### config.mk
export PLATFORM = sky130hd
export DESIGN_NAME = i2c_fault_watch
export DESIGN_NICKNAME = d
export VERILOG_FILES = /design/src/rtl/i2c_fault_pkg.sv /design/src/rtl/i2c_line_sync.sv /design/src/rtl/i2c_tick_div.sv /design/src/rtl/i2c_stretch_timer.sv /design/src/rtl/i2c_fault_watch.sv
export SDC_FILE = /design/constraint.sdc
export NUM_CORES = 1
export LEC_CHECK = 0
export BUFFER_PORTS_ARGS = -buffer_cell sky130_fd_sc_hd__buf_2
export CAP_MARGIN = 10
export CORE_ASPECT_RATIO = 0.5
export CORE_MARGIN = 3
export CORE_UTILIZATION = 45
export DETAILED_ROUTE_END_ITERATION = 7
export PLACE_DENSITY_LB_ADDON = 0.05
export SYNTH_ARGS = -nofsm -noshare
export SYNTH_HDL_FRONTEND = slang
export SYNTH_HIERARCHICAL = 1
export SYNTH_SLANG_ARGS = --single-unit
### constraint.sdc
create_clock -name clk -period 3.1 [get_ports clk]
set_clock_uncertainty 0.2 [all_clocks]
set_input_delay 0.31 -clock clk [delete_from_list [all_inputs] [get_ports clk]]
set_output_delay 0.31 -clock clk [all_outputs]
set_load 0.05 [all_outputs]
### src/rtl/i2c_fault_pkg.sv
package i2c_fault_pkg;
   localparam int NUM_FAULTS    = 5;
   localparam int FI_BUSY       = 0;
   localparam int FI_ADDR_NACK  = 1;
   localparam int FI_WDATA_NACK = 2;
   localparam int FI_ARB        = 3;
   localparam int FI_STRETCH    = 4;
   typedef logic [NUM_FAULTS-1:0] fault_vec_t;
endpackage

### src/rtl/i2c_line_sync.sv
module i2c_line_sync #(
   parameter int   STAGES = 2,
   parameter logic IDLE   = 1'b1
) (
   input  logic clk,
   input  logic rst_n,
   input  logic din,
   output logic dout
);
   if (STAGES < 2) begin : g_bad_stages
      $error("i2c_line_sync: STAGES must be at least 2");
   end

   logic [STAGES-1:0] chain;

   always_ff @(posedge clk or negedge rst_n) begin
      if (!rst_n) chain <= {STAGES{IDLE}};
      else        chain <= {chain[STAGES-2:0], din};
   end

   assign dout = chain[STAGES-1];
endmodule

### src/rtl/i2c_tick_div.sv
module i2c_tick_div #(
   parameter int DIV = 8
) (
   input  logic clk,
   input  logic rst_n,
   output logic tick
);
   localparam int CW = (DIV > 1) ? $clog2(DIV) : 1;
   localparam bit IS_POW2 = ((DIV & (DIV - 1)) == 0);

   if (DIV < 2) begin : g_bad_div
      $error("i2c_tick_div: DIV must be at least 2");
   end

   logic [CW-1:0] cnt;

   if (IS_POW2) begin : g_pow2
      // counter wraps by itself; tick on all-ones
      always_ff @(posedge clk or negedge rst_n) begin
         if (!rst_n) cnt <= '0;
         else        cnt <= cnt + CW'(1);
      end
      assign tick = &cnt;
   end else begin : g_modulo
      assign tick = (cnt == CW'(DIV - 1));
      always_ff @(posedge clk or negedge rst_n) begin
         if (!rst_n)    cnt <= '0;
         else if (tick) cnt <= '0;
         else           cnt <= cnt + CW'(1);
      end
   end

   // prescaled tick is a single-cycle strobe
   p_tick_single_r8: assert property (@(posedge clk) disable iff (!rst_n)
      tick |=> !tick);
endmodule

### src/rtl/i2c_stretch_timer.sv
module i2c_stretch_timer #(
   parameter int W = 16
) (
   input  logic         clk,
   input  logic         rst_n,
   input  logic         tick,
   input  logic         stretched,
   input  logic [W-1:0] limit,
   output logic         expired
);
   if (W < 1) begin : g_bad_w
      $error("i2c_stretch_timer: W must be positive");
   end

   localparam logic [W-1:0] ONE = W'(1);

   logic [W-1:0] cnt;
   logic         last_step;

   assign last_step = (limit != '0) && (cnt == limit - ONE);
   assign expired   = stretched & tick & last_step;

   always_ff @(posedge clk or negedge rst_n) begin
      if (!rst_n)                        cnt <= '0;
      else if (!stretched)               cnt <= '0;
      else if (tick && (cnt < limit))    cnt <= cnt + ONE;
   end

   // any release of the hold (including a clock rise) restarts the count
   p_restart_r8: assert property (@(posedge clk) disable iff (!rst_n)
      !stretched |=> (cnt == '0));
endmodule

### src/rtl/i2c_fault_watch.sv
module i2c_fault_watch
   import i2c_fault_pkg::*;
#(
   parameter int SYNC_STAGES = 2,
   parameter int TICK_DIV    = 8,
   parameter int LIMIT_W     = 16
) (
   input  logic                  clk,
   input  logic                  rst_n,
   input  logic                  scl_in,
   input  logic                  sda_in,
   input  logic                  mst_scl_rel,
   input  logic                  mst_sda_rel,
   input  logic                  start_req,
   input  logic                  bit_ack,
   input  logic                  byte_addr,
   input  logic                  xfer_read,
   input  logic                  clr,
   input  logic [LIMIT_W-1:0]    stretch_limit,
   output logic [NUM_FAULTS-1:0] err_flags,
   output logic [NUM_FAULTS-1:0] err_code,
   output logic                  start_ok,
   output logic                  start_refused,
   output logic                  abort
);
   localparam fault_vec_t ONE_V = fault_vec_t'(1);

   logic       scl_s, sda_s, scl_d;
   logic       scl_rise, tick, stretched, tmo_ev;
   logic       master_owns, bus_idle;
   fault_vec_t ev, first_ev;

   i2c_line_sync #(.STAGES(SYNC_STAGES), .IDLE(1'b1)) u_scl_sync (
      .clk(clk), .rst_n(rst_n), .din(scl_in), .dout(scl_s));
   i2c_line_sync #(.STAGES(SYNC_STAGES), .IDLE(1'b1)) u_sda_sync (
      .clk(clk), .rst_n(rst_n), .din(sda_in), .dout(sda_s));

   always_ff @(posedge clk or negedge rst_n) begin
      if (!rst_n) scl_d <= 1'b1;
      else        scl_d <= scl_s;
   end
   assign scl_rise = scl_s & ~scl_d;

   i2c_tick_div #(.DIV(TICK_DIV)) u_tick (
      .clk(clk), .rst_n(rst_n), .tick(tick));

   assign stretched = mst_scl_rel & ~scl_s;

   i2c_stretch_timer #(.W(LIMIT_W)) u_timer (
      .clk(clk), .rst_n(rst_n), .tick(tick), .stretched(stretched),
      .limit(stretch_limit), .expired(tmo_ev));

   // SDA owner per bit: master on address/write-data bits and on read ack slot
   assign master_owns = bit_ack ? (~byte_addr & xfer_read) : (byte_addr | ~xfer_read);
   assign bus_idle    = scl_s & sda_s;

   always_comb begin
      ev                = '0;
      ev[FI_BUSY]       = start_req & ~bus_idle;
      ev[FI_ADDR_NACK]  = scl_rise & bit_ack & byte_addr & sda_s;
      ev[FI_WDATA_NACK] = scl_rise & bit_ack & ~byte_addr & ~xfer_read & sda_s;
      ev[FI_ARB]        = scl_rise & master_owns & mst_sda_rel & ~sda_s;
      ev[FI_STRETCH]    = tmo_ev;
   end

   // isolate lowest-index fault when several coincide
   assign first_ev = ev & (~ev + ONE_V);

   always_ff @(posedge clk or negedge rst_n) begin
      if (!rst_n) begin
         err_flags     <= '0;
         err_code      <= '0;
         start_ok      <= 1'b0;
         start_refused <= 1'b0;
         abort         <= 1'b0;
      end else begin
         if (clr) begin
            err_flags <= '0;
            err_code  <= '0;
         end else begin
            err_flags <= err_flags | ev;
            if (err_code == '0) err_code <= first_ev;
         end
         start_ok      <= start_req & bus_idle;
         start_refused <= ev[FI_BUSY];
         abort         <= ev[FI_ARB];
      end
   end

   p_code_onehot_r9: assert property (@(posedge clk) disable iff (!rst_n)
      $onehot0(err_code));
   p_code_in_flags_r9: assert property (@(posedge clk) disable iff (!rst_n)
      (err_code & ~err_flags) == '0);
   p_code_hold_r9: assert property (@(posedge clk) disable iff (!rst_n)
      (err_code != '0 && !clr) |=> $stable(err_code));
   p_flags_sticky_r9: assert property (@(posedge clk) disable iff (!rst_n)
      !clr |=> ((err_flags & $past(err_flags)) == $past(err_flags)));
   p_clear_r10: assert property (@(posedge clk) disable iff (!rst_n)
      clr |=> (err_flags == '0 && err_code == '0));
   p_start_excl_r7: assert property (@(posedge clk) disable iff (!rst_n)
      !(start_ok && start_refused));
   p_refuse_flag_r7: assert property (@(posedge clk) disable iff (!rst_n)
      (start_refused && !$past(clr)) |-> err_flags[FI_BUSY]);
   p_abort_flag_r6: assert property (@(posedge clk) disable iff (!rst_n)
      (abort && !$past(clr)) |-> err_flags[FI_ARB]);
endmodule

# Word level (Yosys, flattened, before mapping)
# Cells that the tools add are included.
# Widths: inputs -> output; s select.
# op_classes
n_addsub	4
magnitude_cmp	1
reduce_logical	6
bitwise	27
eq_ne	2
n_shift	0
mux	6
mul	0
div	0
# ops
op	n
$mux 16	2
$and 1x1->1	17
$add 16x1->16 const B	1
$eq 16x16->1	1
$lt 16x16->1	1
$reduce_bool 16->1	1
$sub 16x1->16 const B	1
$mux 5	3
$not 1->1	6
$add 5x1->5 const B	1
$and 5x5->5	1
$logic_not 5->1	1
$not 5->5	1
$or 5x5->5	1
$add 3x1->3 const B	1
$reduce_and 3->1	1
$logic_and 1x1->1	2
$ne 2x2->1 const B	1
$reduce_bool 2->1	1
$mux 1	1
$or 1x1->1	1
# word_totals
mem_bits_ro	0
in_bits	27
out_inout_bits	13
reg_bits	37
mem_bits_rw	0
memories	0
latch_bits	0
wordCells	56

# Depth between registers and ports, before layout
# depth
word_depth	11
depth_mapped	11

# Cells and area by module
# Netlist, hierarchy kept.
# modules_own_cells
mod	cells_each	instances	area_each_um2
i2c_stretch_timer	216	1	1766.7
i2c_fault_watch	52	1	581.8
i2c_line_sync	2	2	52.6
i2c_tick_div	6	1	103.8

# Worst setup path before layout
# No wires, ideal clock.
# synth_timing
kind	input to register
startpoint	input stretch_limit[8]
endpoint	register err_code[4]
setup_ns	0.095
path_stages	9
slack_ns	0.528
t_arrival_ns	2.277
t_required_ns	2.805
cell_sequence	or4_4 or3_4 a2111oi_4 o311ai_1 nor3_1 nand4_1 nor3_2 nand2_1 o32ai_2
# synth_between
elab_chain_cells	9
elab_cells_between_ends	10
cone_classes	2 x add/sub; 1 x eq/ne; 2 x mux; 3 x bitwise; 2 x reduce/logical
# synth_rtl
element	line_no	text
from (decl)	i2c_fault_watch.sv:19	input logic [LIMIT_W-1:0] stretch_limit,
$sub 16x1->16	i2c_stretch_timer.sv:20	assign last_step = (limit != '0) && (cnt == limit - ONE);
$eq 16x16->1	i2c_stretch_timer.sv:20	
$logic_and 1x1->1 (*)	i2c_stretch_timer.sv:20	
$and 1x1->1 (*)	i2c_stretch_timer.sv:21	assign expired = stretched & tick & last_step;
via ev[4]	i2c_fault_watch.sv:31	fault_vec_t ev, first_ev;
$not 5->5	i2c_fault_watch.sv:67	assign first_ev = ev & (~ev + ONE_V);
$add 5x1->5	i2c_fault_watch.sv:67	
$and 5x5->5 (*)	i2c_fault_watch.sv:67	
$mux 5 (*)	i2c_fault_watch.sv:82	if (err_code == '0) err_code <= first_ev;
$mux 5 (*)	i2c_fault_watch.sv:77	if (clr) begin
to (signal assigned)	i2c_fault_watch.sv:82	
to (decl)	i2c_fault_watch.sv:21	output logic [NUM_FAULTS-1:0] err_code,
# Mark *: on every way through the listed nets, which the timed path passes. The rest lies on a longest branch. The select of a mux whose other input is x is not followed.
# A chain may end at the register's enable or synchronous reset.

# Worst setup path after layout
# Ends and elaborated chain as after synthesis.

==> impl_metrics.toml <==
[status]
status = "completed"

[synth]
yosysWarnings = 6
syn_nets = 326
synth_area_mm2 = 0.00256
synth_cell_types = 50
synth_common_cells = "dfrtp_1, nor2_1, inv_1"
synth_area_leader_cell = "dfrtp_1"
synth-async-reset-ratio = 1.00
syn_area_per_cell_um2 = 9.20
ys.flop_type = "dfrtp_1"
yosys-top-cells-area = "dfrtp_1, ha_1, xnor2_1"
synthCells = 278
yosysMostFrequentCell = "dfrtp_1"
synth_seq_area_share = 0.364
synth-seq-cells = 37
yosys.area.top_type_share = 0.313
synth_edf_count = 0

[drt]
detail-route-antenna-nets = 0
drtIter0Drc = 131
dr_total_vias = 2173
first_pass_iters = 4
vias_per_cell = 5.43
routed_wl_mm = 6.01
post_drt_wl_per_cell_um = 15.0
drc_errors = 0

[power_and_ir_drop]
p_sw_frac = 0.253
power_density_mw_per_mm2 = 371
clkPwrFrac = 0.426
ir_drop_uv = 331
power_switching_uw = 286
internal_power_uw = 843
finalPower_mw = 1.13
combPwrFrac = 0.131
seqPwrFrac = 0.443
cellLeakagePower_nw = 1.49

[die]
start_util = 0.492
ioPinCount = 40
core_mm2 = 0.00520
die_x_um = 113
row_count = 18
die_area_mm2 = 0.00668
die_h_um = 59.3

[clock_network]
cts_root_buf = "clkbuf_16"
insertion_delay_ps = 280
clock_path_buffers = 2
cts_tree = "done"
cts_buffers = 5
path_clk_slew_ps = 50
htreeDepth = 2
cts-resized-gates = 0
clock_sinks = 37

[placed_design]
post-dp-hpwl_mm = 4.62
io_buffers = 39
gp_congestion = 0.836

[global_route]
grt_pass1_vias = 2127
grt_pass1_wl_mm = 9.87
overflow = 0
grt_max_degree = 38
grt_usage = 0.188
antenna_found_initial = 0

[worst_setup_path]
rrSetupSlack_ps = 340
cp.arrival_ps = 2770
end_kind = "register"
critPathKind = "in2reg"
crit_fanout = 4
crit_path_start_kind = "input pin"
required_ps = 3090
rr_worst_depth = 8

[min_path]
whs_path_depth = 2
min_path_type = "in2reg"

[final_layout]
seqCellArea_um2 = 932
nFillCells = 487
drive_gt1_frac = 0.230
antenna_cells = 0
num-nets-final = 377
multi_input_area_mm2 = 0.00151
syn_to_final_growth_pct = 19.1

[timing]
fmax_ghz = 0.360
post-route-period-util = 0.897
max_slew.worst_pin.slew_ps = 822
drv_slew = 0
rsz0062_at_grt = "false"
timing_hold_violations_final = 0
hold-worst-slack_ps = 96.2
setup_viol = 0
min_period_ps = 2780
slew_headroom = 0.452
setup_tns_ps = 0

[job]
maxCapViolCount = 0
-- layout by cell type, fill, tap and decap left out, types with 2 or more instances in the layout --
master         instances
inv_2                  2
dfstp_2                5
dfrtp_1               32
nor4b_1                2
and3_1                 8
nand2_1               18
clkinv_2               2
nand2b_1               6
xor2_1                10
o32ai_2                2
buf_4                  7
inv_1                 24
a31oi_1                2
clkbuf_16              5
o21ai_0                8
xnor2_1               16
a21oi_1               13
buf_2                 39
mux2_2                 2
nor2_1                25
dlygate4sd3_1          3
nand4b_1               3
a21boi_0               2
and2_1                 5
ha_1                  21
nor2b_1                5
nand4_1                9
nand3_1                9
mux2i_1                9
nor3_1                10
o211ai_1               2
-- what timing repair did --
item | 4_1_cts | 5_1_grt
setup buffers | 0 | 0
hold buffers | 3 | 0
endpoints found under the hold margin | 34 | 0
-- stage by stage --
step                utilization  area, µm²  worst slack, ps  std cells
floorplan                     -       2560              528        278
global placement          0.552       2870              205        389
detailed placement        0.552       2870              116        389
CTS                       0.586       3050              362        400
global route              0.586       3050             50.7        400
finish                    0.586       3050              319        400
-- power by group through the flow --
stage | clock network (mW) | registers [mW] | logic, mW
4_1_cts | 0.498 | 0.500 | 0.148
6_report | 0.481 | 0.500 | 0.148
3_3_place_gp | 0 | 0.508 | 0.142
2_1_floorplan | 0 | 0.526 | 0.0700
3_5_place_dp | 0 | 0.508 | 0.145
5_1_grt | 0.514 | 0.501 | 0.164
-- metal layers --
| metal | part of all wire | global-route usage |
|---|---|---|
| met3 | 0.080 | 0.0408 |
| met5 | 0 | 0 |
| met2 | 0.41 | 0.294 |
| met4 | 0.014 | 0.0599 |
| met1 | 0.50 | 0.263 |
-- kinds of logic (layout without fill, tap and decap cells) --
group                      Yosys count  count (layout)  share of synthesized area
adders and majority gates           21              21                      0.103
and+or+nand+nor                    113             113                      0.245
DFF                                 37              37                      0.364
muxes                               11              11                     0.0440
AOI/OAI and AO/OA                   39              39                      0.110
buffers and inverters               31              83                     0.0455
xor gates and xnor gates            26              26                     0.0890
-- flip-flops by register name, indices dropped and copies added (netlist names) --
name	cells
u_timer/cnt	16
err_code	5
err_flags	5
u_tick/cnt	3
u_scl_sync/chain	2
u_sda_sync/chain	2
abort	1
scl_d	1
start_ok	1
start_refused	1
-- worst paths after layout --
path,startpoint,endpoint
worst min-delay path,start_req,start_ok$_DFF_PN0_
worst max register to register,u_timer/cnt[11]$_DFFE_PN0P_,u_timer/cnt[4]$_DFFE_PN0P_
min in group asynchronous,rst_n,err_flags[2]$_DFF_PN0_
worst min register to register,u_scl_sync/chain[0]$_DFF_PN1_,u_scl_sync/chain[1]$_DFF_PN1_
worst max-delay path,stretch_limit[8],err_code[4]$_DFFE_PN0P_
max in group asynchronous,rst_n,u_timer/cnt[14]$_DFFE_PN0P_
-- critical path, stage by stage --
cell and delay (ps):
buf_2 120, or4_4 550, or3_4 380, a2111oi_4 310, o311ai_1 170, nor3_1 220, nand4_1 130, nor3_2 260
nand2_1 110, o32ai_2 200
-- final cells by class --
type / instances / share of cell area
Multi-Input combinational cell: 210 / 0.495
Sequential cell: 37 / 0.306
Timing Repair Buffer: 49 / 0.0912
Clock buffer: 5 / 0.0411
Inverter: 26 / 0.0320
Tap cell: 70 / 0.0287
Clock inverter: 3 / 0.00575
No activity file was read; power rests on OpenSTA's default activity.
